$ cat config.mk
export PLATFORM = sky130hd
export DESIGN_NAME = magic_unlock_gate
export DESIGN_NICKNAME = d
export VERILOG_FILES = /design/src/rtl/gate_pkg.sv /design/src/rtl/unlock_seq.sv /design/src/rtl/ctrl_regs.sv /design/src/rtl/strobe_gate.sv /design/src/rtl/magic_unlock_gate.sv
export SDC_FILE = /design/constraint.sdc
export NUM_CORES = 1
export LEC_CHECK = 0
export BUFFER_PORTS_ARGS = -buffer_cell sky130_fd_sc_hd__buf_4
export CAP_MARGIN = 20
export CORE_MARGIN = 2
export CORE_UTILIZATION = 40
export CTS_CLUSTER_SIZE = 14
export DETAILED_ROUTE_END_ITERATION = 6
export GPL_TIMING_DRIVEN = 1
export HOLD_SLACK_MARGIN = 0.06
export PLACE_DENSITY = 0.84
export SKIP_CTS_REPAIR_TIMING = 1
export SLEW_MARGIN = 20
export SYNTH_ARGS = -nofsm -noshare
export SYNTH_HDL_FRONTEND = slang
export SYNTH_SLANG_ARGS = --single-unit
export TNS_END_PERCENT = 100
$ cat constraint.sdc
create_clock -name clk -period 2.7 [get_ports clk]
set_clock_uncertainty 0.05 [all_clocks]
set_input_delay 0.54 -clock clk [delete_from_list [all_inputs] [get_ports clk]]
set_output_delay 0.54 -clock clk [all_outputs]
set_load 0.05 [all_outputs]
$ cat src/rtl/gate_pkg.sv
package gate_pkg;
  localparam int ADDR_W = 32;
  localparam int DATA_W = 16;
  localparam int SEQ_LEN = 4;
  localparam int STEP_W = $clog2(SEQ_LEN);

  localparam logic [ADDR_W-1:0] A_CLOSE  = 32'h09FC_0000;
  localparam logic [ADDR_W-1:0] A_LOCK   = 32'h09C4_0000;
  localparam logic [ADDR_W-1:0] A_ENABLE = 32'h0940_0000;
  localparam logic [ADDR_W-1:0] A_GLOBAL = 32'h0988_0000;

  localparam logic [DATA_W-1:0] V_HI  = 16'hD200;
  localparam logic [DATA_W-1:0] V_LO  = 16'h1500;
  localparam logic [DATA_W-1:0] V_GEN = 16'h8000;

  // address expected at a given arming step
  function automatic logic [ADDR_W-1:0] step_addr(input logic [STEP_W-1:0] s);
    case (s)
      2'd0:    step_addr = 32'h09FE_0000;
      2'd1:    step_addr = 32'h0800_0000;
      2'd2:    step_addr = 32'h0802_0000;
      default: step_addr = 32'h0804_0000;
    endcase
  endfunction

  // value expected at a given arming step: alternating high/low magic
  function automatic logic [DATA_W-1:0] step_val(input logic [STEP_W-1:0] s);
    step_val = s[0] ? V_LO : V_HI;
  endfunction

  function automatic logic is_seq_addr(input logic [ADDR_W-1:0] a);
    logic hit;
    hit = 1'b0;
    for (int i = 0; i < SEQ_LEN; i++)
      if (a == step_addr(STEP_W'(i))) hit = 1'b1;
    is_seq_addr = hit;
  endfunction

  function automatic logic is_decoded(input logic [ADDR_W-1:0] a);
    is_decoded = is_seq_addr(a) || (a == A_CLOSE) || (a == A_LOCK) ||
                 (a == A_ENABLE) || (a == A_GLOBAL);
  endfunction
endpackage

$ cat src/rtl/unlock_seq.sv
module unlock_seq
  import gate_pkg::*;
(
  input  logic              clk,
  input  logic              rst,
  input  logic              wr_en,
  input  logic [ADDR_W-1:0] wr_addr,
  input  logic [DATA_W-1:0] wr_data,
  output logic              armed
);
  logic [STEP_W-1:0] step;
  logic [STEP_W-1:0] step_nxt;

  // named internal events
  logic dec_wr, seq_hit, seq_done, restart_hit, close_hit;

  assign dec_wr      = wr_en && is_decoded(wr_addr);
  assign seq_hit     = dec_wr && (wr_addr == step_addr(step)) && (wr_data == step_val(step));
  assign seq_done    = seq_hit && (step == STEP_W'(SEQ_LEN - 1));
  assign restart_hit = dec_wr && (wr_addr == step_addr('0)) && (wr_data == step_val('0));
  assign close_hit   = dec_wr && (wr_addr == A_CLOSE) && (wr_data == V_LO);

  always_comb begin
    step_nxt = step;
    if (dec_wr) begin
      if (seq_hit)
        step_nxt = seq_done ? '0 : step + 1'b1;
      else if (restart_hit)
        step_nxt = STEP_W'(1);
      else
        step_nxt = '0;
    end
  end

  always_ff @(posedge clk) begin
    if (rst) begin
      step  <= '0;
      armed <= 1'b0;
    end else begin
      step <= step_nxt;
      if (seq_done)       armed <= 1'b1;
      else if (close_hit) armed <= 1'b0;
    end
  end

  assert_open_after_seq_R2: assert property (@(posedge clk) disable iff (rst)
    $rose(armed) |-> $past(seq_done));
  assert_close_shuts_R5: assert property (@(posedge clk) disable iff (rst)
    close_hit |=> !armed);
  assert_foreign_ignored_R4: assert property (@(posedge clk) disable iff (rst)
    (wr_en && !is_decoded(wr_addr)) |=> ($stable(step) && $stable(armed)));
  assert_mismatch_idle_R3: assert property (@(posedge clk) disable iff (rst)
    (dec_wr && !seq_hit && !restart_hit) |=> (step == '0));
  assert_reset_closed_R1: assert property (@(posedge clk)
    $past(rst) |-> (!armed && step == '0));
endmodule

$ cat src/rtl/ctrl_regs.sv
module ctrl_regs
  import gate_pkg::*;
#(
  parameter int EN_W = 2
) (
  input  logic              clk,
  input  logic              rst,
  input  logic              wr_en,
  input  logic [ADDR_W-1:0] wr_addr,
  input  logic [DATA_W-1:0] wr_data,
  input  logic              armed,
  output logic              unlocked,
  output logic [EN_W-1:0]   en_bits,
  output logic              global_en
);
  logic reg_wr_ok, lock_wr, en_wr, gen_wr;

  assign reg_wr_ok = wr_en && armed;
  assign lock_wr   = reg_wr_ok && (wr_addr == A_LOCK);
  assign en_wr     = reg_wr_ok && (wr_addr == A_ENABLE);
  assign gen_wr    = reg_wr_ok && (wr_addr == A_GLOBAL) && (wr_data == V_GEN);

  always_ff @(posedge clk) begin
    if (rst) begin
      unlocked  <= 1'b0;
      en_bits   <= '0;
      global_en <= 1'b0;
    end else begin
      if (lock_wr && wr_data == V_LO)      unlocked <= 1'b1;
      else if (lock_wr && wr_data == V_HI) unlocked <= 1'b0;
      if (en_wr)  en_bits   <= wr_data[EN_W-1:0];
      if (gen_wr) global_en <= 1'b1;
    end
  end

  assert_en_needs_gate_R10: assert property (@(posedge clk) disable iff (rst)
    !$stable(en_bits) |-> ($past(armed) || $past(rst)));
  assert_lock_needs_gate_R6: assert property (@(posedge clk) disable iff (rst)
    !$stable(unlocked) |-> ($past(armed) || $past(rst)));
  assert_gen_sticky_R8: assert property (@(posedge clk) disable iff (rst)
    $fell(global_en) |-> $past(rst));
  assert_reset_clear_R1: assert property (@(posedge clk)
    $past(rst) |-> (!unlocked && en_bits == '0 && !global_en));
endmodule

$ cat src/rtl/strobe_gate.sv
module strobe_gate #(
  parameter int NSTB = 3
) (
  input  logic            pass,
  input  logic [NSTB-1:0] stb_in,
  output logic [NSTB-1:0] stb_out
);
  for (genvar i = 0; i < NSTB; i++) begin : g_stb
    assign stb_out[i] = stb_in[i] & pass;
  end

  always_comb begin
    assert_stb_blocked_R9: assert (pass || stb_out == '0);
  end
endmodule

$ cat src/rtl/magic_unlock_gate.sv
module magic_unlock_gate
  import gate_pkg::*;
#(
  parameter int NSTB = 3,
  parameter int EN_W = 2
) (
  input  logic              clk,
  input  logic              rst,
  input  logic              wr_en,
  input  logic [ADDR_W-1:0] wr_addr,
  input  logic [DATA_W-1:0] wr_data,
  input  logic [NSTB-1:0]   host_stb,
  output logic              gate_open,
  output logic              flash_unlocked,
  output logic [EN_W-1:0]   en_bits,
  output logic              flash_ce_n,
  output logic              flash_wp_n,
  output logic              global_en,
  output logic [NSTB-1:0]   flash_stb
);
  unlock_seq u_seq (
    .clk(clk), .rst(rst), .wr_en(wr_en), .wr_addr(wr_addr),
    .wr_data(wr_data), .armed(gate_open)
  );

  ctrl_regs #(.EN_W(EN_W)) u_regs (
    .clk(clk), .rst(rst), .wr_en(wr_en), .wr_addr(wr_addr),
    .wr_data(wr_data), .armed(gate_open), .unlocked(flash_unlocked),
    .en_bits(en_bits), .global_en(global_en)
  );

  strobe_gate #(.NSTB(NSTB)) u_stb (
    .pass(flash_unlocked), .stb_in(host_stb), .stb_out(flash_stb)
  );

  assign flash_ce_n = en_bits[0];
  assign flash_wp_n = en_bits[EN_W-1];
endmodule

== Yosys cells after proc, flatten, opt, wreduce, memory -nomap -nowiden ==
Index checks and enable logic that the tools add are counted.

* Add/subtract/negate cells: 1
* Equality and inequality tests: 16
* Multiplexer cells: 13
* Bitwise operators: 3
* Reductions and logical operators: 22

{| class="wikitable"
|+ Operator list
! operator !! number
|-
| $eq A32 B28 Y1 const B || 8
|-
| $pmux W25 S3 || 1
|-
| $eq A16 B16 Y1 const B || 2
|-
| $eq A32 B28 Y1 || 1
|-
| $eq A16 B13 Y1 const B || 1
|-
| $eq A16 B16 Y1 || 1
|-
| $mux W16 || 1
|-
| $logic_and A1 B1 Y1 || 15
|-
| $mux W1 || 9
|-
| $eq A2 B2 Y1 const B || 2
|-
| $logic_or A1 B1 Y1 || 4
|-
| $mux W2 || 2
|-
| $reduce_bool A2 Y1 || 2
|-
| $and A1 B1 Y1 || 3
|-
| $add A2 B1 Y2 const B || 1
|-
| $eq A2 B1 Y1 const B || 1
|-
| $logic_not A2 Y1 || 1
|}

* Register bits after elaboration: 7
* Input bits: 54
* Output and inout bits: 10
* Logic and storage cells: 60

== Longest topological paths before layout ==
Gate-level depths: netlist (run 1).

* Word-level depth: 15
* Gate-level depth with buffers: 7
* Depth with buffers taken out: 7

== By module ==
From an unflattened synthesis (run 1), not the netlist that was laid out.

* Cells, all modules: 115
* Area total of the unflattened synthesis: 930.9 um^2

{| class="wikitable"
|+ By module, submodules not included
! module !! times used !! cells an instance !! area an instance (um^2) !! sequential area each (um^2)
|-
| unlock_seq || 1 || 66 || 516.7 || 60.1
|-
| ctrl_regs || 1 || 44 || 380.4 || 80.1
|-
| strobe_gate || 1 || 3 || 18.8 || 0.0
|-
| magic_unlock_gate || 1 || 2 || 15.0 || 0.0
|}

== Least setup slack after synthesis (run 1) ==
No wires, ideal clock.

* Path kind: input port to flip-flop
* Start point: input wr_data[4]
* End point: register u_seq.step[0]
* Library setup time: 0.115 ns
* Arrival: 1.844 ns
* Required time: 2.535 ns
* Slack: 0.692 ns
* Cell stages on the path: 5
* Buffers on the path: 0
* Path through: or4_4 > nor4_4 > and4_4 > mux2i_1 > o21ai_2

* Word-level cells in the longest chain between the ends: 5
* Elaborated cells on any way between the ends: 8
* Classes of those cells: 2 x eq/ne; 3 x mux; 3 x reduce/logical

{| class="wikitable"
|+ RTL lines
! item !! line !! source
|-
| start, declared || magic_unlock_gate.sv:11 || <nowiki>input logic [DATA_W-1:0] wr_data,</nowiki>
|-
| $eq A16 B16 Y1 || unlock_seq.sv:18 || <nowiki>assign seq_hit = dec_wr && (wr_addr == step_addr(step)) && (wr_data == step_val(step));</nowiki>
|-
| $logic_and A1 B1 Y1 || unlock_seq.sv:18 ||
|-
| $logic_and A1 B1 Y1 || unlock_seq.sv:19 || <nowiki>assign seq_done = seq_hit && (step == STEP_W'(SEQ_LEN - 1));</nowiki>
|-
| $mux W2 || unlock_seq.sv:27 || <nowiki>step_nxt = seq_done ? '0 : step + 1'b1;</nowiki>
|-
| $mux W2 (*) || unlock_seq.sv:26 || <nowiki>if (seq_hit)</nowiki>
|-
| end signal, assigned || unlock_seq.sv:40 || <nowiki>step <= step_nxt;</nowiki>
|-
| end, declared || unlock_seq.sv:11 || <nowiki>logic [STEP_W-1:0] step;</nowiki>
|}

Mark *: on every way between the ends. The rest lies on a longest branch, timed or not.
A chain may end at the register's enable or synchronous reset.

== Worst setup path after layout (run 1) ==
* Start point: input wr_data[8]
* End point: register u_seq.step[0]

Same word-level chain as after synthesis.

==> results of run 1 <==
path summary, 6_finish.rpt:
path | startpoint | to | slack (ps) | cells after the start
max | wr_data[8] | u_seq.step[0] | 670 | 7
min | u_regs.global_en | u_regs.global_en | 450 | 2
max reg2reg | u_seq.step[0] | u_seq.step[0] | 1050 | 6
min reg2reg | u_regs.global_en | u_regs.global_en | 450 | 2
critical path, cell delays in order:
cell                      delay [ps]
sky130_fd_sc_hd__buf_4           120
sky130_fd_sc_hd__nor4b_1         540
sky130_fd_sc_hd__nand4_1         190
sky130_fd_sc_hd__o21ai_0         180
sky130_fd_sc_hd__and4_4          250
sky130_fd_sc_hd__mux2i_1         240
sky130_fd_sc_hd__o21ai_2          70
where the power goes:
part	switching [W]	total, W	internal (W)	leakage, nW
clock network	0.0000375	0.0000938	0.0000563	0.0150
registers	0.00000000000000000000472	0.000103	0.000103	0.0563
logic	0.0000333	0.0000920	0.0000587	0.450
total	0.0000708	0.000289	0.000219	0.521
flip-flops by register name, indices dropped and copies added (netlist names):
signal	flops
u_seq.step	2
u_seq.armed	1
u_regs.unlocked	1
u_regs.en_bits	2
u_regs.global_en	1
area by class of cell:
type | count | area share
multi-input cells | 79 | 0.460
repair buffers | 63 | 0.375
flip-flops and latches | 7 | 0.111
well taps | 25 | 0.0248
clock buffers | 4 | 0.0208
inverters | 3 | 0.00892
cells in the mapped netlist (2+ instances only):
cell,n,area share
sky130_fd_sc_hd__and2_1,3,0.025
sky130_fd_sc_hd__nor2_1,10,0.050
sky130_fd_sc_hd__inv_1,3,0.015
sky130_fd_sc_hd__nand3_1,7,0.047
sky130_fd_sc_hd__nor4_4,2,0.057
sky130_fd_sc_hd__nand3b_1,3,0.030
sky130_fd_sc_hd__buf_4,2,0.020
sky130_fd_sc_hd__o21ai_0,3,0.020
sky130_fd_sc_hd__nand2_1,6,0.030
sky130_fd_sc_hd__nand4_1,3,0.025
sky130_fd_sc_hd__nor4_1,6,0.050
sky130_fd_sc_hd__nor3_1,4,0.027
sky130_fd_sc_hd__mux2i_1,3,0.040
sky130_fd_sc_hd__a21oi_1,2,0.013
sky130_fd_sc_hd__ha_1,2,0.033
sky130_fd_sc_hd__nor4b_1,2,0.023
sky130_fd_sc_hd__dfxtp_1,7,0.19
layer usage:
metal	up-vias	wire length, µm	GRT usage
li1	485	-	-
met1	435	940	0.233
met2	54	1220	0.425
met3	4	243	0.0423
met4	0	19	0.0778
met5	-	0	0
stage by stage:
stage                     total power, W  area [µm²]  setup slack [ps]
after floorplan                 0.000121         747               692
after global placement          0.000195        1240               511
after detailed placement        0.000197        1240               422
after CTS                       0.000293        1260               684
after global routing            0.000304        1260               509
final                           0.000289        1260               668
logic make-up (layout without fill, tap and decap cells):
| group | Yosys count | after routing |
|---|---|---|
| buffers and inverters | 5 | 70 |
| xor gates and xnor gates | 1 | 1 |
| adders and majority gates | 2 | 2 |
| muxes | 3 | 3 |
| and+or+nand+nor | 59 | 59 |
| AOI/OAI and AO/OA | 14 | 14 |
| DFF | 7 | 7 |
==> flow_metrics.tcl, run 1 <==
set metrics [dict create \
    outcome "finished, final reports clean" \
    cts_max_path_buffers 2 \
    n_fill_cell 154 \
    syn_to_final_growth_pct 69.0 \
    clkSinkCount 7 \
    diodes 0 \
    achievable-frequency_ghz 0.492 \
    critPathCaptureType "flop" \
    hold_path_class "flop to flop" \
    seq_area_frac_synth 0.188 \
    pin_count_of_the_biggest_net_entering_global_routing 9 \
    port_buffers 63 \
    design.die.area_um2 2230 \
    postRouteAntennaNets 0 \
    critical_path.max_fanout 3 \
    multi_input_area_um2 581 \
    worstSkewPairLatency_ps 250 \
    postLayoutCoreUtil 0.723 \
    asyncSetResetFlopFracSynth 0 \
    final.period_utilization 0.753 \
    syn-num-nets 147 \
    die_height_um 47.2 \
    cts_tree "done" \
    grt_pass1_wl_um 3540 \
    static-leakage-power_nw 0.521 \
    maxCapViolCount 0 \
    gp_congestion 0.855 \
    remaining_drc_errors 0 \
    vias 978 \
    yosys_warnings 0 \
    post_synthesis_mean_instance_area_um2 8.21 \
    instances_no_fill 181 \
    layout.area.seq_um2 140 \
    wirelength_routed_um 2420 \
    final.setup.tns_ps 0 \
    final_hpwl_dp_um 2110 \
    syn_inst 91 \
    drt_pass1_iterations 4 \
    syn_area_um2 747 \
    design.core.area_um2 1750 \
    final_max_slew_viol_count 0 \
    timing.slew.headroom 0.615 \
    initial_utilization 0.428 \
    post_synth_and_or_nand_nor_area_fraction 0.539 \
    final_common_cell "sky130_fd_sc_hd__buf_4" \
    postSynthRegisterBits 7 \
    initialDrtViolationCount 15 \
    hold_ws_ps 448 \
    tritoncts.num_buffers 3 \
    place.detailed.instances 177 \
    grt_overflow_total 0 \
    critical_path_required_ps 2790 \
    synth-xor-area-share 0.0117 \
    critPathArrivalTime_ps 2130 \
    setup_viol 0 \
    critical_path_class "input pin to flop" \
    highest_ir_drop_seen_on_vdd_uv 278 \
    wl_per_cell_um 13.4 \
    power_per_cell_area_nw_per_um2 229 \
    synth_top_family_by_area "simple AND/OR/NAND/NOR gates" \
    grt_pass1_vias 933 \
    layout_cell_share_with_drive_strength_beyond_1 0.506 \
    number_of_antenna_violations_at_the_first_check_in_global_routing 0 \
    layout_common_cells "sky130_fd_sc_hd__buf_4, sky130_fd_sc_hd__nor2_1, sky130_fd_sc_hd__nand3_1, sky130_fd_sc_hd__dfxtp_1" \
    synth_compound_area_frac 0.152 \
    synthAdderAreaFrac 0.0335 \
    final-hold-violation-count 0 \
    number_of_enable_flip_flop_cells_after_synthesis 0 \
    postSynth.topFlopCell "sky130_fd_sc_hd__dfxtp_1" \
    die_w_um 47.2 \
    fp-row-count 15 \
    post_drt_via_cell_ratio 5.40 \
    grt_usage 0.220 \
    root_buffer "sky130_fd_sc_hd__clkbuf_4" \
    htree_num_levels 1 \
    worst_setup_hold_path_clk_slew_ps 50 \
    final_period_minus_worst_setup_slack_ps 2030 \
    worst-slew-pin-transition_ps 569 \
    synth_cell_type_count 40 \
    floorplan.io_pins 64 \
    grt_setup_unrepaired "false" \
    final_net_count 213 \
    worstSetupStartpointType "input pin" \
    synth.mux.area_fraction 0.0402 \
]
(Power assumes the default switching activity.)
==> run 2: changes to the inputs <==
--- a/config.mk
+++ b/config.mk
@@ -8,12 +8,12 @@
 export BUFFER_PORTS_ARGS = -buffer_cell sky130_fd_sc_hd__buf_4
 export CAP_MARGIN = 20
 export CORE_MARGIN = 2
-export CORE_UTILIZATION = 40
+export CORE_UTILIZATION = 37
 export CTS_CLUSTER_SIZE = 14
 export DETAILED_ROUTE_END_ITERATION = 6
 export GPL_TIMING_DRIVEN = 1
 export HOLD_SLACK_MARGIN = 0.06
-export PLACE_DENSITY = 0.84
+export PLACE_DENSITY = 0.78
 export SKIP_CTS_REPAIR_TIMING = 1
 export SLEW_MARGIN = 20
 export SYNTH_ARGS = -nofsm -noshare
==> constraint.sdc (replaced) <==
create_clock -name clk -period 2 [get_ports clk]
set_clock_uncertainty 0.05 [all_clocks]
set_input_delay 0.4 -clock clk [delete_from_list [all_inputs] [get_ports clk]]
set_output_delay 0.4 -clock clk [all_outputs]
set_load 0.05 [all_outputs]
==> run 2 against run 1 <==
Effect of this change:
- worst setup slack got worse by 510 ps
- flip-flop and latch count stayed put
- final cell count is 4.4% higher
- total power rose by 39%
- clock power increased by 42%
- die area increased by 7.4%
- critical path depth is 1 lower
- combinational power increased by 40%
- global-route usage rose by 0.95 points
- non-clock buffer count rose by 6
- register-to-register slack lost 770 ps
==> flow_metrics.tcl, run 2 (synthesized netlist as in run 1, its figures left out) <==
set metrics [dict create \
    critPathSlowestCell "sky130_fd_sc_hd__or4_4" \
    die_w_um 48.9 \
    final_net_count 219 \
    initialDrtViolationCount 35 \
    hold_path_class "input pin to flop" \
    hold-path-cell-count 2 \
    final_hpwl_dp_um 2190 \
    worst_r2r_path_depth 6 \
    regToRegStartpoint "u_seq.step[0]" \
    floorplan.io_pins 64 \
    postRouteAntennaNets 0 \
    grt_pass1_wl_um 4320 \
    grt_setup_unrepaired "false" \
    syn_to_final_growth_pct 75.4 \
    worstSetupStartpointType "input pin" \
    critPathCaptureType "flop" \
    final-hold-violation-count 0 \
    worst-slew-pin-transition_ps 452 \
    wl_per_cell_um 13.8 \
    remaining_drc_errors 0 \
    design.core.area_um2 1940 \
    grt_usage 0.229 \
    crit_start "wr_data[4]" \
    final.period_utilization 0.920 \
    final_common_cell "sky130_fd_sc_hd__buf_4" \
    worst_path_dominant_cell_family "simple AND/OR/NAND/NOR gates" \
    hold_path.startpoint "rst" \
    maxCapViolCount 0 \
    outcome "finished, final reports clean" \
    final.setup.tns_ps 0 \
    grt_overflow_total 0 \
    critPathArrivalTime_ps 1940 \
    die_height_um 48.9 \
    n_fill_cell 168 \
    pin_count_of_the_biggest_net_entering_global_routing 9 \
    layout_cell_share_with_drive_strength_beyond_1 0.525 \
    critical_path_required_ps 2100 \
    drt_pass1_iterations 4 \
    clkSinkCount 7 \
    fp-row-count 16 \
    htree_num_levels 1 \
    static-leakage-power_nw 0.550 \
    highest_ir_drop_seen_on_vdd_uv 327 \
    dpl-instance-area_um2 1280 \
    biggestRegsByFlops "u_regs.en_bits: 2 flops, u_seq.step: 2 flops" \
    critical_path_cell_count 6 \
    tritoncts.num_buffers 3 \
    layout.area.seq_um2 140 \
    final_max_slew_viol_count 0 \
    multi_input_area_um2 581 \
    wirelength_routed_um 2620 \
    initial_utilization 0.385 \
    cts_tree "done" \
    diodes 0 \
    timing.critical_path.buf_inv 1 \
    root_buffer "sky130_fd_sc_hd__clkbuf_4" \
    setup_viol 0 \
    worst_setup_hold_path_clk_slew_ps 50 \
    design.die.area_um2 2390 \
    number_of_antenna_violations_at_the_first_check_in_global_routing 0 \
    critical_path.max_fanout 3 \
    final_period_minus_worst_setup_slack_ps 1840 \
    layout_common_cells "sky130_fd_sc_hd__buf_4, sky130_fd_sc_hd__nor2_1, sky130_fd_sc_hd__nand3_1, sky130_fd_sc_hd__dfxtp_1" \
    critical_path_class "input pin to flop" \
    vias 1004 \
    grt_pass1_vias 1045 \
    cts_max_path_buffers 2 \
    largest_incremental_delay_on_the_critical_path_ps 540 \
    cp_cell_sequence "buf_4, or4_4, nor4_4, and4_4, mux2i_1, o21ai_2" \
    worstSkewPairLatency_ps 250 \
    port_buffers 63 \
    power_per_cell_area_nw_per_um2 307 \
    gp_congestion 0.883 \
    finish.instance_area_um2 1310 \
    achievable-frequency_ghz 0.543 \
    post_drt_via_cell_ratio 5.31 \
    timing.slew.headroom 0.694 \
]
[run 2: changes by cell type in the layout (fill, tap and decap cells not counted), sizes merged]
cell | before | now
buf | 63 | 69
[run 2: routing by layer]
layer,up-vias,track usage,part of all wire
met5,-,0,0
li1,493,-,-
met3,9,0.0153,0.052
met4,0,0.105,0.025
met1,456,0.258,0.37
met2,46,0.436,0.55
[run 2: worst paths after layout]
check                                        end  slack, ps
worst max-delay path               u_seq.step[0]        160
worst min-delay path             u_regs.unlocked        320
worst max register to register     u_seq.step[0]        280
worst min register to register  u_regs.global_en        430
[run 2: per-stage QoR]
step	hold WS, ps	power (W)	utilization	std cells	setup WS, ps
finish	321	0.000402	0.675	189	159
global route	327	0.000420	0.675	189	78.8
CTS	308	0.000406	0.675	189	183
detailed placement	418	0.000271	0.661	185	-88.6
global placement	402	0.000266	0.661	185	-19.3
floorplan	419	0.000164	-	91	132
[run 2: worst reg2reg max path: stages, from the launching register on]
cell	delay, ps
sky130_fd_sc_hd__dfxtp_1	410
sky130_fd_sc_hd__inv_1	70
sky130_fd_sc_hd__ha_1	330
sky130_fd_sc_hd__xor2_1	180
sky130_fd_sc_hd__and4_4	260
sky130_fd_sc_hd__mux2i_1	250
sky130_fd_sc_hd__o21ai_2	70
[run 2: power breakdown]
group	leakage, nW	total (W)	internal (W)	switching (W)
Clock	0.0150	0.000133	0.0000764	0.0000565
Sequential	0.0563	0.000140	0.000140	0.00000000000000000000671
Combinational	0.479	0.000129	0.0000825	0.0000468
Total	0.550	0.000402	0.000298	0.000103
[run 2: layout make-up]
cell class	instances	area share
Inverter	3	0.00860
Clock buffer	4	0.0201
Multi-Input combinational cell	79	0.443
Timing Repair Buffer	69	0.395
Tap cell	27	0.0258
Sequential cell	7	0.107
